**src/rtl/scroll_pkg.sv**
```systemverilog
package scroll_pkg;
    localparam int ADDR_W = 15;
    localparam int MEM_W  = 14;
    localparam int DATA_W = 8;
    localparam int FX_W   = 3;

    typedef enum logic [2:0] {
        SEL_CTRL   = 3'd0,
        SEL_SCROLL = 3'd1,
        SEL_ADDR   = 3'd2,
        SEL_DATA   = 3'd3,
        SEL_STATUS = 3'd4
    } port_sel_e;

    typedef struct packed {
        logic [ADDR_W-1:0] v;
        logic [ADDR_W-1:0] t;
        logic [FX_W-1:0]   fx;
        logic              tog;
        logic              inc32;
        logic [DATA_W-1:0] rbuf;
    } regs_t;
endpackage

```
**src/rtl/pending_addr_logic.sv**
```systemverilog
module pending_addr_logic
    import scroll_pkg::*;
(
    input  logic              cpu_wr,
    input  logic              cpu_rd,
    input  logic [2:0]        cpu_sel,
    input  logic [DATA_W-1:0] cpu_wdata,
    input  logic [ADDR_W-1:0] t_q,
    input  logic [FX_W-1:0]   fx_q,
    input  logic              tog_q,
    input  logic              inc32_q,
    output logic [ADDR_W-1:0] t_d,
    output logic [FX_W-1:0]   fx_d,
    output logic              tog_d,
    output logic              inc32_d,
    output logic              full_load,
    output logic [ADDR_W-1:0] load_val
);
    always_comb begin
        t_d       = t_q;
        fx_d      = fx_q;
        tog_d     = tog_q;
        inc32_d   = inc32_q;
        full_load = 1'b0;
        if (cpu_wr) begin
            case (cpu_sel)
                SEL_CTRL: begin
                    t_d[11:10] = cpu_wdata[1:0];
                    inc32_d    = cpu_wdata[2];
                end
                SEL_SCROLL: begin
                    if (!tog_q) begin
                        t_d[4:0] = cpu_wdata[7:3];
                        fx_d     = cpu_wdata[2:0];
                    end else begin
                        t_d[9:5]   = cpu_wdata[7:3];
                        t_d[14:12] = cpu_wdata[2:0];
                    end
                    tog_d = ~tog_q;
                end
                SEL_ADDR: begin
                    if (!tog_q) begin
                        t_d[13:8] = cpu_wdata[5:0];
                        t_d[14]   = 1'b0;
                    end else begin
                        t_d[7:0]  = cpu_wdata;
                        full_load = 1'b1;
                    end
                    tog_d = ~tog_q;
                end
                default: ;
            endcase
        end else if (cpu_rd && cpu_sel == SEL_STATUS) begin
            tog_d = 1'b0;
        end
        load_val = t_d;
    end
endmodule

```
**src/rtl/live_addr_logic.sv**
```systemverilog
module live_addr_logic
    import scroll_pkg::*;
#(
    parameter int WIDE_STEP = 32
) (
    input  logic [ADDR_W-1:0] v_q,
    input  logic [ADDR_W-1:0] t_q,
    input  logic              inc32_q,
    input  logic              data_acc,
    input  logic              full_load,
    input  logic [ADDR_W-1:0] load_val,
    input  logic              rnd_enable,
    input  logic              rnd_hcopy,
    input  logic              rnd_vcopy,
    input  logic              rnd_xstep,
    input  logic              rnd_ystep,
    input  logic [ADDR_W-1:0] rnd_v_next,
    output logic [ADDR_W-1:0] v_d
);
    localparam logic [MEM_W-1:0] STEP_WIDE = MEM_W'(WIDE_STEP);
    localparam logic [MEM_W-1:0] STEP_ONE  = MEM_W'(1);

    logic             rnd_act;
    logic [MEM_W-1:0] stepped;

    always_comb begin
        rnd_act = rnd_enable & (rnd_hcopy | rnd_vcopy | rnd_xstep | rnd_ystep);
        stepped = v_q[MEM_W-1:0] + (inc32_q ? STEP_WIDE : STEP_ONE);
        v_d     = v_q;
        if (rnd_act) begin
            if (rnd_xstep || rnd_ystep) v_d = rnd_v_next;
            if (rnd_hcopy) begin
                v_d[10]  = t_q[10];
                v_d[4:0] = t_q[4:0];
            end
            if (rnd_vcopy) begin
                v_d[14:11] = t_q[14:11];
                v_d[9:5]   = t_q[9:5];
            end
        end else if (full_load) begin
            v_d = load_val;
        end else if (data_acc) begin
            v_d = {1'b0, stepped};
        end
    end
endmodule

```
**src/rtl/read_path.sv**
```systemverilog
module read_path
    import scroll_pkg::*;
#(
    parameter logic [13:0] PAL_BASE = 14'h3F00
) (
    input  logic              cpu_rd,
    input  logic [2:0]        cpu_sel,
    input  logic [ADDR_W-1:0] v_q,
    input  logic [DATA_W-1:0] mem_rdata,
    input  logic [DATA_W-1:0] rbuf_q,
    output logic [DATA_W-1:0] rdata,
    output logic [DATA_W-1:0] rbuf_d
);
    logic in_pal;

    always_comb begin
        in_pal = (v_q[MEM_W-1:0] >= PAL_BASE);
        rdata  = '0;
        rbuf_d = rbuf_q;
        if (cpu_rd && cpu_sel == SEL_DATA) begin
            if (in_pal) begin
                rdata = mem_rdata;
            end else begin
                rdata  = rbuf_q;
                rbuf_d = mem_rdata;
            end
        end
    end
endmodule

```
**src/rtl/scroll_addr_unit.sv**
```systemverilog
module scroll_addr_unit
    import scroll_pkg::*;
#(
    parameter int          WIDE_STEP = 32,
    parameter logic [13:0] PAL_BASE  = 14'h3F00
) (
    input  logic        clk,
    input  logic        rst_n,
    input  logic        cpu_wr,
    input  logic        cpu_rd,
    input  logic [2:0]  cpu_sel,
    input  logic [7:0]  cpu_wdata,
    output logic [7:0]  cpu_rdata,
    output logic [13:0] mem_addr,
    input  logic [7:0]  mem_rdata,
    output logic        mem_we,
    output logic [7:0]  mem_wdata,
    input  logic        rnd_enable,
    input  logic        rnd_hcopy,
    input  logic        rnd_vcopy,
    input  logic        rnd_xstep,
    input  logic        rnd_ystep,
    input  logic [14:0] rnd_v_next,
    output logic [14:0] vaddr,
    output logic [2:0]  fine_x
);
    regs_t r_q, r_d;

    logic [ADDR_W-1:0] t_d, v_d, load_val;
    logic [FX_W-1:0]   fx_d;
    logic              tog_d, inc32_d, full_load, data_acc;
    logic [DATA_W-1:0] rbuf_d, rdata;
    logic              rnd_act;

    assign data_acc = (cpu_wr || cpu_rd) && cpu_sel == SEL_DATA;
    assign rnd_act  = rnd_enable && (rnd_hcopy || rnd_vcopy || rnd_xstep || rnd_ystep);

    pending_addr_logic u_pending (
        .cpu_wr    (cpu_wr),
        .cpu_rd    (cpu_rd),
        .cpu_sel   (cpu_sel),
        .cpu_wdata (cpu_wdata),
        .t_q       (r_q.t),
        .fx_q      (r_q.fx),
        .tog_q     (r_q.tog),
        .inc32_q   (r_q.inc32),
        .t_d       (t_d),
        .fx_d      (fx_d),
        .tog_d     (tog_d),
        .inc32_d   (inc32_d),
        .full_load (full_load),
        .load_val  (load_val)
    );

    live_addr_logic #(.WIDE_STEP(WIDE_STEP)) u_live (
        .v_q        (r_q.v),
        .t_q        (r_q.t),
        .inc32_q    (r_q.inc32),
        .data_acc   (data_acc),
        .full_load  (full_load),
        .load_val   (load_val),
        .rnd_enable (rnd_enable),
        .rnd_hcopy  (rnd_hcopy),
        .rnd_vcopy  (rnd_vcopy),
        .rnd_xstep  (rnd_xstep),
        .rnd_ystep  (rnd_ystep),
        .rnd_v_next (rnd_v_next),
        .v_d        (v_d)
    );

    read_path #(.PAL_BASE(PAL_BASE)) u_read (
        .cpu_rd    (cpu_rd),
        .cpu_sel   (cpu_sel),
        .v_q       (r_q.v),
        .mem_rdata (mem_rdata),
        .rbuf_q    (r_q.rbuf),
        .rdata     (rdata),
        .rbuf_d    (rbuf_d)
    );

    always_comb begin
        r_d       = r_q;
        r_d.v     = v_d;
        r_d.t     = t_d;
        r_d.fx    = fx_d;
        r_d.tog   = tog_d;
        r_d.inc32 = inc32_d;
        r_d.rbuf  = rbuf_d;
    end

    always_ff @(posedge clk) begin
        if (!rst_n) r_q <= '0;
        else        r_q <= r_d;
    end

    assign cpu_rdata = rdata;
    assign mem_addr  = r_q.v[MEM_W-1:0];
    assign mem_we    = cpu_wr && cpu_sel == SEL_DATA;
    assign mem_wdata = cpu_wdata;
    assign vaddr     = r_q.v;
    assign fine_x    = r_q.fx;

    AST_CTRL_NT: assert property (@(posedge clk) disable iff (!rst_n)
        (cpu_wr && cpu_sel == SEL_CTRL) |=> (r_q.t[11:10] == $past(cpu_wdata[1:0]))
            && (r_q.t[14:12] == $past(r_q.t[14:12])) && (r_q.t[9:0] == $past(r_q.t[9:0])));
    AST_FINEX_HOLD: assert property (@(posedge clk) disable iff (!rst_n)
        !(cpu_wr && cpu_sel == SEL_SCROLL && !r_q.tog) |=> $stable(r_q.fx));
    AST_STATUS_TOG: assert property (@(posedge clk) disable iff (!rst_n)
        (cpu_rd && cpu_sel == SEL_STATUS) |=> !r_q.tog);
    AST_ADDR_LOAD: assert property (@(posedge clk) disable iff (!rst_n)
        (cpu_wr && cpu_sel == SEL_ADDR && r_q.tog && !rnd_act)
            |=> r_q.v == {$past(r_q.t[14:8]), $past(cpu_wdata)});
    AST_DATA_STEP: assert property (@(posedge clk) disable iff (!rst_n)
        (data_acc && !rnd_act) |=> !r_q.v[14] && (r_q.v[13:0] ==
            $past(r_q.v[13:0]) + ($past(r_q.inc32) ? 14'd32 : 14'd1)));
    AST_HCOPY: assert property (@(posedge clk) disable iff (!rst_n)
        (rnd_enable && rnd_hcopy) |=> (r_q.v[10] == $past(r_q.t[10]))
            && (r_q.v[4:0] == $past(r_q.t[4:0])));
    AST_VCOPY: assert property (@(posedge clk) disable iff (!rst_n)
        (rnd_enable && rnd_vcopy) |=> (r_q.v[14:11] == $past(r_q.t[14:11]))
            && (r_q.v[9:5] == $past(r_q.t[9:5])));
    AST_STEP_WINS: assert property (@(posedge clk) disable iff (!rst_n)
        (rnd_enable && (rnd_xstep || rnd_ystep) && !rnd_hcopy && !rnd_vcopy)
            |=> r_q.v == $past(rnd_v_next));
    AST_RND_IDLE: assert property (@(posedge clk) disable iff (!rst_n)
        (!rnd_enable && !data_acc && !(cpu_wr && cpu_sel == SEL_ADDR)) |=> $stable(r_q.v));
    AST_PAL_BUF: assert property (@(posedge clk) disable iff (!rst_n)
        (cpu_rd && cpu_sel == SEL_DATA && r_q.v[13:0] >= PAL_BASE) |=> $stable(r_q.rbuf));
endmodule

```
**config.mk**
```make
export PLATFORM = sky130hd
export DESIGN_NAME = scroll_addr_unit
export DESIGN_NICKNAME = d
export VERILOG_FILES = /design/src/rtl/scroll_pkg.sv /design/src/rtl/pending_addr_logic.sv /design/src/rtl/live_addr_logic.sv /design/src/rtl/read_path.sv /design/src/rtl/scroll_addr_unit.sv
export SDC_FILE = /design/constraint.sdc
export NUM_CORES = 1
export LEC_CHECK = 0
export BUFFER_PORTS_ARGS = -buffer_cell sky130_fd_sc_hd__buf_2
export CAP_MARGIN = 40
export CORE_UTILIZATION = 41
export CTS_BUF_LIST = sky130_fd_sc_hd__clkbuf_16
export DETAILED_ROUTE_END_ITERATION = 16
export PLACE_DENSITY = 0.73
export SETUP_SLACK_MARGIN = 0.15
export SYNTH_ARGS = -nofsm -noshare
export SYNTH_HDL_FRONTEND = slang
export SYNTH_SLANG_ARGS = --single-unit
```
**constraint.sdc**
```tcl
create_clock -name clk -period 2.9 [get_ports clk]
set_input_delay 0.435 -clock clk [delete_from_list [all_inputs] [get_ports clk]]
set_output_delay 0.435 -clock clk [all_outputs]
set_load 0.005 [all_outputs]
```
==> run metrics <==
result of the run=completed; total global-route track usage=21.1%; synthesized net count=approximately 450; Cell Int Power=0.00106 W; Slew @ Worst Pin=just under 0.8 ns; number of DRC violations after detailed routing=0; commonest cells after routing, fill and taps aside=sky130_fd_sc_hd__buf_2 (91), sky130_fd_sc_hd__dfxtp_1 (43), sky130_fd_sc_hd__nand2_1 (31), sky130_fd_sc_hd__mux2i_1 (31), sky130_fd_sc_hd__nor2_1 (31); number of detailed-route iterations in the first pass=7; initial antenna violation count=0; largest net degree at the start of global routing=47; count of unique library cells instantiated by Yosys=75; via count of the first global-routing pass=between 2000 and 3000; Antenna Diode Count=0; crit start category=flop; routability cong.=just over 0.9; H-tree levels=2; final hold slack=0.427 ns; floorplan row count=32; post-DR vias/cell=between 5 and 6; switching power total=between 0.0004 and 0.0005 W; fmax=between 0.4 and 0.5 GHz; clock slew at the register clock pins of the worst setup and hold paths=roughly 0.06 ns; data arrival time at the worst-slack endpoint=1.95 ns; total setup violations reported at the end of the flow=0; xor and xnor area share after synthesis=1.05%; Chip Height=just over 90 um; Port Buffers=91; minimum period implied by the final worst setup slack=~2.4 ns; fin. max-slew vios=0; synthesized-area fraction occupied by adder cells=roughly 1.1%; number of buffers on the longest clock path=2; total global routing overflow=0; final cell area excluding filler cells=3660 um2; top area cells in the synthesized netlist=sky130_fd_sc_hd__dfxtp_1 (26%), sky130_fd_sc_hd__buf_4 (9.9%), sky130_fd_sc_hd__mux2i_1 (9.3%); Max-slew headroom=48.5%; fraction of registers with async set/reset=0%; worst clock skew on the final layout=0.00867 ns; number of clock sinks seen by CTS=43; endpoint class of the critical path=primary output; Post-DRT Antenna Nets=0; number of DRC violations after detailed-routing iteration 0=~230; count of instances resized after the clock tree is built=0; post-synth top area share=around a quarter; post-route setup TNS=0 ns; flop and latch count out of synthesis=43; commonest non-fill, non-tap cell in the layout=sky130_fd_sc_hd__buf_2; Post-CTS Setup Repair Bufs=0; fraction of the mapped netlist area in simple logic gates=a little over a fifth; layout cells sized above 1=~28%; dominant synthesized flop cell=sky130_fd_sc_hd__dfxtp_1; endpoint of the most critical setup path=cpu_rdata[4]; insertion delay to the later sink of the worst-skew pair=0.28 ns; share of the cycle needed by the critical path after routing=between 80 and 90%; number of flops mapped to enable cells by yosys=0; synthesis-to-finish area growth=10.1%; Reg2Reg Setup Slack=0.70 ns; half-perimeter wire length of the detailed placement result=approximately 6700 um; clock share of power=between 30% and 40%; number of ports placed on the die boundary=92; clock tree root driver cell=sky130_fd_sc_hd__clkbuf_16; area of the core region=between 7000 and 8000 um2; Final Util=47.1%; Tightest Hold Check Type=primary input to flop; effective utilization at floorplan=42.8%; part of the total power dissipated in sequential elements=between 40% and 50%; sequential cell area fraction in the yosys report=25.9%; Horiz. Die Dim=around 92 um; total clock buffers created by CTS=5; global-route wire length before repair=14300 um; Final Hold Viols=0; synthesized netlist cell count=roughly 400; TritonCTS clock tree=done; Synth Warn #=0; final net count=approximately 490; number of buffers added to fix hold violations after cts=0; total via count after detailed routing=roughly 3200; Setup Crit Path Kind=flop to primary output; mean cell area of the mapped netlist=~8.2 um2; Max Cap Violations=0; leakage power figure=1.56 nW; switching part of the total=28.6%; placed cell area=roughly 3500 um2; R2R Path Start=r_q[9]; data required time of the worst path=2.47 ns; fraction of the mapped netlist area in compound gates=around a quarter; per-cell routed wire length=approximately 17 um; start point of the critical path=vaddr[10]; die footprint=8470 um2; main combinational cell family by area after synthesis=compound AO/OA/AOI/OAI gates; worst reg-to-reg path cell count=5; largest fanout of any net on the critical path=9; reg-to-reg critical path endpoint=vaddr[1]; Cell Pwr Density=407 nW/um2; library cell occupying the most area in the post-synthesis netlist=sky130_fd_sc_hd__dfxtp_1; RSZ-0062 raised after global routing=no; overall routed net length=slightly above 9000 um; logic gate share of total power=about 21%; fraction of synthesized area in multiplexers=a little under an eighth; Worst IR Drop VDD=slightly below 0.0002 V; post-synthesis instance area=about 3300 um2
final cells by class:
cell class / count / area, um2
fillers: 778 / 4110
multi-input cells: 294 / 2030
flip-flops and latches: 43 / 861
repair buffers: 97 / 500
well taps: 102 / 128
clock buffers: 5 / 125
clock inverters: 2 / 8.76
inverters: 2 / 7.51
layer usage:
metal	GRT usage (%)	wire, um	vias up
met5	0	0	-
met4	8.33	230	0
met3	3.65	798	24
met2	32.4	4140	183
met1	29.3	3910	1488
li1	-	-	1532
state kept, by name, summed over array words and instances, names as in the netlist:
| register | count |
|---|---|
| vaddr | 15 |
| fine_x | 3 |
| r_q | 25 |
logic make-up after synthesis:
family,Yosys count
and+or+nand+nor,132
AOI/OAI and AO/OA,118
buffers and inverters,68
DFF,43
muxes,37
xor gates and xnor gates,4
adders and majority gates,3
critical path, cell delays in order (launching register included):
cell and delay, ns:
sky130_fd_sc_hd__dfxtp_1 0.48, sky130_fd_sc_hd__nand4_1 0.22, sky130_fd_sc_hd__nor2_2 0.52, sky130_fd_sc_hd__mux2i_1 0.26, sky130_fd_sc_hd__nor2_1 0.05, sky130_fd_sc_hd__buf_2 0.14
power groups by stage:
stage	Clock (W)	Sequential, W	Combinational, W
2_1_floorplan	0	0.000652	0.000242
3_3_place_gp	0	0.000663	0.000299
3_5_place_dp	0	0.000664	0.000304
4_1_cts	0.000550	0.000650	0.000306
5_1_grt	0.000573	0.000655	0.000336
6_report	0.000531	0.000651	0.000307
Yosys cell counts (4+ instances only):
master                     count
sky130_fd_sc_hd__buf_4        44
sky130_fd_sc_hd__dfxtp_1      43
sky130_fd_sc_hd__mux2i_1      31
sky130_fd_sc_hd__nand2_1      31
sky130_fd_sc_hd__nor2_1       31
sky130_fd_sc_hd__nor2b_1      23
sky130_fd_sc_hd__o21ai_0      22
sky130_fd_sc_hd__a21oi_1      16
sky130_fd_sc_hd__clkbuf_1     14
sky130_fd_sc_hd__nand3_1       8
sky130_fd_sc_hd__nand2b_1      7
sky130_fd_sc_hd__o22ai_1       7
sky130_fd_sc_hd__a22oi_1       6
sky130_fd_sc_hd__buf_2         6
sky130_fd_sc_hd__mux2_2        6
sky130_fd_sc_hd__o211a_1       6
sky130_fd_sc_hd__o211ai_1      6
sky130_fd_sc_hd__a21boi_0      5
sky130_fd_sc_hd__a211oi_1      4
worst min path at each step:
stage            startpoint   endpoint  depth (start not counted)
2_1_floorplan        r_q[8]     r_q[8]                          2
3_3_place_gp         r_q[1]     r_q[1]                          2
3_5_place_dp      fine_x[2]  fine_x[2]                          2
4_1_cts        mem_rdata[7]     r_q[7]                          3
5_1_grt        mem_rdata[2]     r_q[2]                          3
6_report       mem_rdata[7]     r_q[7]                          3
stage by stage:
step / std cells / power, W / setup slack [ns]
2_1_floorplan: 405 / 0.000894 / 0.964
3_3_place_gp: 538 / 0.000962 / 0.652
3_5_place_dp: 538 / 0.000968 / 0.486
4_1_cts: 545 / 0.00151 / 0.504
5_1_grt: 545 / 0.00156 / 0.409
6_report: 545 / 0.00149 / 0.511
Power figures use the tool's default switching activity.
